<file path="src/rtl/serial9_pkg.sv">
package serial9_pkg;
  // Strobes from the control FSM to the datapath
  typedef struct packed {
    logic capA;   // take first vote sample
    logic capB;   // take second vote sample
    logic shift;  // push voted bit into the shift register
    logic load;   // copy frame to the outputs and raise the flag
  } rxStrobe_t;
endpackage

</file>
<file path="src/rtl/serial9_rx_ctrl.sv">
module serial9_rx_ctrl
  import serial9_pkg::*;
#(
  parameter int OVS    = 16,
  parameter int DATA_W = 8
) (
  input  logic      clk,
  input  logic      rstN,
  input  logic      tick,
  input  logic      rxEnable,
  input  logic      addrFilter,
  input  logic      fallEdge,
  input  logic      votedBit,
  input  logic      ninthBit,
  input  logic      flagBusy,
  output rxStrobe_t strb
);
  localparam int CNT_W    = $clog2(OVS);
  localparam int LAST_IDX = DATA_W + 2;
  localparam int IDX_W    = $clog2(LAST_IDX + 1);
  localparam logic [CNT_W-1:0] VOTE_A  = CNT_W'(OVS / 2);
  localparam logic [CNT_W-1:0] VOTE_B  = CNT_W'(OVS / 2 + 1);
  localparam logic [CNT_W-1:0] VOTE_C  = CNT_W'(OVS / 2 + 2);
  localparam logic [CNT_W-1:0] CNT_MAX = CNT_W'(OVS - 1);
  localparam logic [IDX_W-1:0] IDX_LAST = IDX_W'(LAST_IDX);

  typedef enum logic {HUNT, RECV} rxState_e;

  rxState_e         state;
  logic [CNT_W-1:0] sliceCnt;
  logic [IDX_W-1:0] bitIdx;
  logic             active;
  logic             decide;
  logic             isStart;
  logic             isLast;

  always_comb begin
    active     = (state == RECV) && rxEnable;
    decide     = active && tick && (sliceCnt == VOTE_C);
    isStart    = (bitIdx == '0);
    isLast     = (bitIdx == IDX_LAST);
    strb.capA  = active && tick && (sliceCnt == VOTE_A);
    strb.capB  = active && tick && (sliceCnt == VOTE_B);
    strb.shift = decide && !isStart && !isLast;
    strb.load  = decide && isLast && !flagBusy && (!addrFilter || ninthBit);
  end

  always_ff @(posedge clk or negedge rstN) begin
    if (!rstN) begin
      state    <= HUNT;
      sliceCnt <= '0;
      bitIdx   <= '0;
    end else if (!rxEnable) begin
      state <= HUNT;
    end else begin
      case (state)
        HUNT: begin
          if (tick && fallEdge) begin
            state    <= RECV;
            sliceCnt <= '0;
            bitIdx   <= '0;
          end
        end
        default: begin
          if (tick) begin
            sliceCnt <= (sliceCnt == CNT_MAX) ? '0 : sliceCnt + CNT_W'(1);
          end
          if (decide) begin
            if ((isStart && votedBit) || isLast) begin
              state <= HUNT;
            end else begin
              bitIdx <= bitIdx + IDX_W'(1);
            end
          end
        end
      endcase
    end
  end
endmodule

</file>
<file path="src/rtl/serial9_rx_dp.sv">
module serial9_rx_dp
  import serial9_pkg::*;
#(
  parameter int DATA_W      = 8,
  parameter int SYNC_STAGES = 2
) (
  input  logic              clk,
  input  logic              rstN,
  input  logic              rxIn,
  input  logic              tick,
  input  logic              clearFlag,
  input  rxStrobe_t         strb,
  output logic              fallEdge,
  output logic              votedBit,
  output logic              ninthBit,
  output logic [DATA_W-1:0] rxData,
  output logic              rxBit9,
  output logic              rxFlag
);
  localparam int SR_W = DATA_W + 1;

  logic [SYNC_STAGES-1:0] syncQ;
  logic                   lineNow;
  logic                   prevLevel;
  logic                   voteA;
  logic                   voteB;
  logic [SR_W-1:0]        shiftReg;

  // Synchronizer chain, idle level is high
  always_ff @(posedge clk or negedge rstN) begin
    if (!rstN) syncQ <= '1;
    else       syncQ <= {syncQ[SYNC_STAGES-2:0], rxIn};
  end

  assign lineNow  = syncQ[SYNC_STAGES-1];
  assign fallEdge = prevLevel && !lineNow;
  assign votedBit = (voteA & voteB) | (voteA & lineNow) | (voteB & lineNow);
  assign ninthBit = shiftReg[SR_W-1];

  always_ff @(posedge clk or negedge rstN) begin
    if (!rstN) begin
      prevLevel <= 1'b1;
      voteA     <= 1'b1;
      voteB     <= 1'b1;
      shiftReg  <= '0;
    end else begin
      if (tick)       prevLevel <= lineNow;
      if (strb.capA)  voteA     <= lineNow;
      if (strb.capB)  voteB     <= lineNow;
      if (strb.shift) shiftReg  <= {votedBit, shiftReg[SR_W-1:1]};
    end
  end

  always_ff @(posedge clk or negedge rstN) begin
    if (!rstN) begin
      rxData <= '0;
      rxBit9 <= 1'b0;
      rxFlag <= 1'b0;
    end else begin
      if (strb.load) begin
        rxData <= shiftReg[DATA_W-1:0];
        rxBit9 <= shiftReg[SR_W-1];
        rxFlag <= 1'b1;
      end else if (clearFlag) begin
        rxFlag <= 1'b0;
      end
    end
  end
endmodule

</file>
<file path="src/rtl/serial9_rx.sv">
module serial9_rx
  import serial9_pkg::*;
#(
  parameter int DATA_W      = 8,
  parameter int OVS         = 16,
  parameter int SYNC_STAGES = 2
) (
  input  logic              clk,
  input  logic              rstN,
  input  logic              rxIn,
  input  logic              rxEnable,
  input  logic              addrFilter,
  input  logic              tick16,
  input  logic              clearFlag,
  output logic [DATA_W-1:0] rxData,
  output logic              rxBit9,
  output logic              rxFlag
);
  rxStrobe_t strb;
  logic      fallEdge;
  logic      votedBit;
  logic      ninthBit;

  serial9_rx_ctrl #(.OVS(OVS), .DATA_W(DATA_W)) u_ctrl (
    .clk(clk), .rstN(rstN), .tick(tick16), .rxEnable(rxEnable),
    .addrFilter(addrFilter), .fallEdge(fallEdge), .votedBit(votedBit),
    .ninthBit(ninthBit), .flagBusy(rxFlag), .strb(strb)
  );

  serial9_rx_dp #(.DATA_W(DATA_W), .SYNC_STAGES(SYNC_STAGES)) u_dp (
    .clk(clk), .rstN(rstN), .rxIn(rxIn), .tick(tick16), .clearFlag(clearFlag),
    .strb(strb), .fallEdge(fallEdge), .votedBit(votedBit), .ninthBit(ninthBit),
    .rxData(rxData), .rxBit9(rxBit9), .rxFlag(rxFlag)
  );
endmodule

</file>
<file path="config.mk">
export PLATFORM = sky130hd
export DESIGN_NAME = serial9_rx
export DESIGN_NICKNAME = d
export VERILOG_FILES = /design/src/rtl/serial9_pkg.sv /design/src/rtl/serial9_rx_ctrl.sv /design/src/rtl/serial9_rx_dp.sv /design/src/rtl/serial9_rx.sv
export SDC_FILE = /design/constraint.sdc
export NUM_CORES = 1
export LEC_CHECK = 0
export CAP_MARGIN = 20
export CORE_MARGIN = 10
export CORE_UTILIZATION = 35
export DETAILED_ROUTE_END_ITERATION = 10
export HOLD_SLACK_MARGIN = 0.08
export PLACE_DENSITY = 0.59
export RECOVER_POWER = 25
export SLEW_MARGIN = 20
export SYNTH_ARGS = -nofsm -noshare
export SYNTH_HDL_FRONTEND = slang
export SYNTH_HIERARCHICAL = 1
export SYNTH_SLANG_ARGS = --single-unit
</file>
<file path="constraint.sdc">
create_clock -name clk -period 2.3 [get_ports clk]
set_input_delay 0.69 -clock clk [delete_from_list [all_inputs] [get_ports clk]]
set_output_delay 0.69 -clock clk [all_outputs]
set_load 0.005 [all_outputs]
</file>
==> flow_metrics.env <==
export IMPL_outcome="completed"
export IMPL_ys_types=36
export IMPL_cts_tree="yes"
export IMPL_p_total_mw=1.38
export IMPL_ant_nets=0
export IMPL_nNetsFinal=166
export IMPL_design_area_mm2=0.00200
export IMPL_powerDensity_mw_per_mm2=687
export IMPL_crit_type="reg -> reg"
export IMPL_syn_to_final_growth_pct=27.9
export IMPL_die_area_mm2=0.00755
export IMPL_synth_warnings=6
export IMPL_via_per_inst=5.02
export IMPL_synth_edf_count=0
export IMPL_synth_area_mm2=0.00157
export IMPL_synthTopCellsByArea="dfrtp_1 45%, mux2_2 14%, dfstp_2 8.4%"
export IMPL_placed_cells=194
export IMPL_grt_usage=0.0870
export IMPL_gp_congestion=0.771
export IMPL_fin_hold_ws_ns=0.357
export IMPL_first_pass_iters=4
export IMPL_cp_required_ns=2.47
export IMPL_grt_pass1_wl_um=5200
export IMPL_post_drt_wl_per_cell_um=14.6
export IMPL_io_buffers=16
export IMPL_syn_nets=137
export IMPL_critPathMaxFanout=6
export IMPL_instances_no_fill=205
export IMPL_async_flop_share=1.00
export IMPL_hp_class="reg -> reg"
export IMPL_clkTransAtPathRegs_ns=0.07
export IMPL_core_area_mm2=0.00435
export IMPL_antenna_found_initial=0
export IMPL_fmax_mhz=519
export IMPL_setup_viol=0
export IMPL_dieHeight_um=86.9
export IMPL_worstSkewPairLatency_ns=0.28
export IMPL_clk_path_buf_depth=2
export IMPL_avgSynthCellArea_um2=12.7
export IMPL_synthCells=123
export IMPL_fin_util=0.460
export IMPL_slew_violations=0
export IMPL_synth_seq_cells=33
export IMPL_finalClockSkew_ns=0.00485
export IMPL_p_leak_nw=0.939
export IMPL_hold_viol=0
export IMPL_start_util=0.360
export IMPL_num_antenna_cells=0
export IMPL_cts_buffers_inserted=5
export IMPL_dpl_cell_area_mm2=0.00182
export IMPL_cp_end_kind="flop"
export IMPL_drc_errors=0
export IMPL_tightestPinTransition_ns=0.816
export IMPL_max_cap_violations=0
export IMPL_start_kind="flop"
export IMPL_max_slew_margin=0.456
export IMPL_row_count=24
export IMPL_root_buffer="clkbuf_8"
export IMPL_rsz0062_at_grt="false"
export IMPL_overflow=0
export IMPL_wirelength_um=2990
export IMPL_h_tree_depth=2
export IMPL_drt_iter0_markers=49
export IMPL_final_setup_tns_ns=0
export IMPL_ir_drop_mv=0.419
export IMPL_place_detailed_hpwl_um=2090
export IMPL_dieWidth_um=86.9
export IMPL_synth_top_cell_area_share=0.447
export IMPL_dp_slack_ns=-0.263
export IMPL_min_period_ns=1.93
export IMPL_rrSetupSlack_ns=0.37
export IMPL_pin_count=17
export IMPL_grt_pass1_vias=1093
export IMPL_layout_drive_gt1_share=0.320
export IMPL_vias=1029
export IMPL_critPathArrivalTime_ns=2.10
export IMPL_ys_flop_type="dfrtp_1"
export IMPL_period_share=0.838
export IMPL_setup_ws_ns=0.372
export IMPL_ys_seq_area_frac=0.531
export IMPL_grt_max_degree=34
export IMPL_yosysTopAreaCell="dfrtp_1"
export IMPL_cts_sinks=33
-- metal layers --
metal,part of all wire,vias up,wire length (um),track usage
met5,0,-,0,0
met4,0.021,0,63,0.0442
met3,0.046,5,137,0.0356
met2,0.49,15,1470,0.133
met1,0.44,510,1310,0.102
li1,-,499,-,-
-- cell type report --
type	count	area (um2)
flip-flops and latches	33	832
clock buffers	5	68.8
clock inverters	3	65.1
repair buffers	26	238
well taps	52	65.1
fillers	385	2350
inverters	7	26.3
multi-input cells	79	708
-- cells by family (layout without fill, tap and decap cells) --
kind of cell	count (synthesis)	after routing	share of synthesized area
DFF	33	33	0.531
adders and majority gates	8	8	0.0631
AOI/OAI and AO/OA	18	18	0.0847
buffers and inverters	11	41	0.0335
xor gates and xnor gates	1	1	0.00559
muxes	22	22	0.160
and+or+nand+nor	30	30	0.122
-- flip-flops by register name, indices dropped and copies added (netlist names) --
name / count
u_ctrl/bitIdx: 4
u_ctrl/sliceCnt: 4
u_ctrl/state: 1
u_dp/prevLevel: 1
u_dp/rxBit9: 1
u_dp/rxData: 8
u_dp/rxFlag: 1
u_dp/shiftReg: 9
u_dp/syncQ: 2
u_dp/voteA: 1
u_dp/voteB: 1
-- synth_stat cells, drive strengths merged (2+ instances only) --
cell type  number
nand4           3
a21oi           3
nor2            2
nand3           5
and3            4
o21ai           3
ha              7
a22o            3
a221o           2
nand2           5
dfrtp          28
nor4b           2
buf             4
inv             7
mux2           21
dfstp           5
and2            3
-- what timing repair did --
item,4_1_cts,5_1_grt
gates resized for setup,0,9
setup endpoints to repair,0,9
endpoints found under the hold margin,0,0
buffers inserted,0,2
hold buffers,0,0
-- placed cells by master (no fill, tap or decap), drive strengths merged, types with 3 or more instances in the layout --
| master | n |
|---|---|
| dfrtp | 28 |
| mux2 | 21 |
| clkdlybuf4s50 | 12 |
| buf | 8 |
| inv | 7 |
| ha | 7 |
| clkbuf | 7 |
| nand2 | 5 |
| dfstp | 5 |
| nand3 | 5 |
| and3 | 4 |
| a21oi | 3 |
| nand4 | 3 |
| and2 | 3 |
| o21ai | 3 |
| a22o | 3 |
-- worst paths after layout --
kind | startpoint | end | cells after the start
min in group asynchronous | rstN | u_ctrl/bitIdx[1] | 2
worst max-delay path | u_ctrl/sliceCnt[0] | u_dp/rxData[3] | 7
max in group asynchronous | rstN | u_dp/rxData[0] | 2
worst min register to register | u_dp/syncQ[0] | u_dp/syncQ[1] | 0
worst min-delay path | u_dp/syncQ[0] | u_dp/syncQ[1] | 0
worst max register to register | u_ctrl/sliceCnt[0] | u_dp/rxData[3] | 7
-- power breakdown --
group,internal [mW],total (mW),switching [mW]
logic,0.0420,0.0898,0.0478
registers,0.605,0.644,0.0396
clock network,0.430,0.642,0.212
total,1.08,1.38,0.300
-- worst max-delay path, stage by stage (launching register included) --
cell and delay (ns):
dfrtp_1 0.43, inv_1 0.10, ha_1 0.26, nand3_4 0.10
nor2_4 0.14, nor4b_4 0.26, buf_4 0.20, mux2_2 0.33
Power figures use the tool's default switching activity.
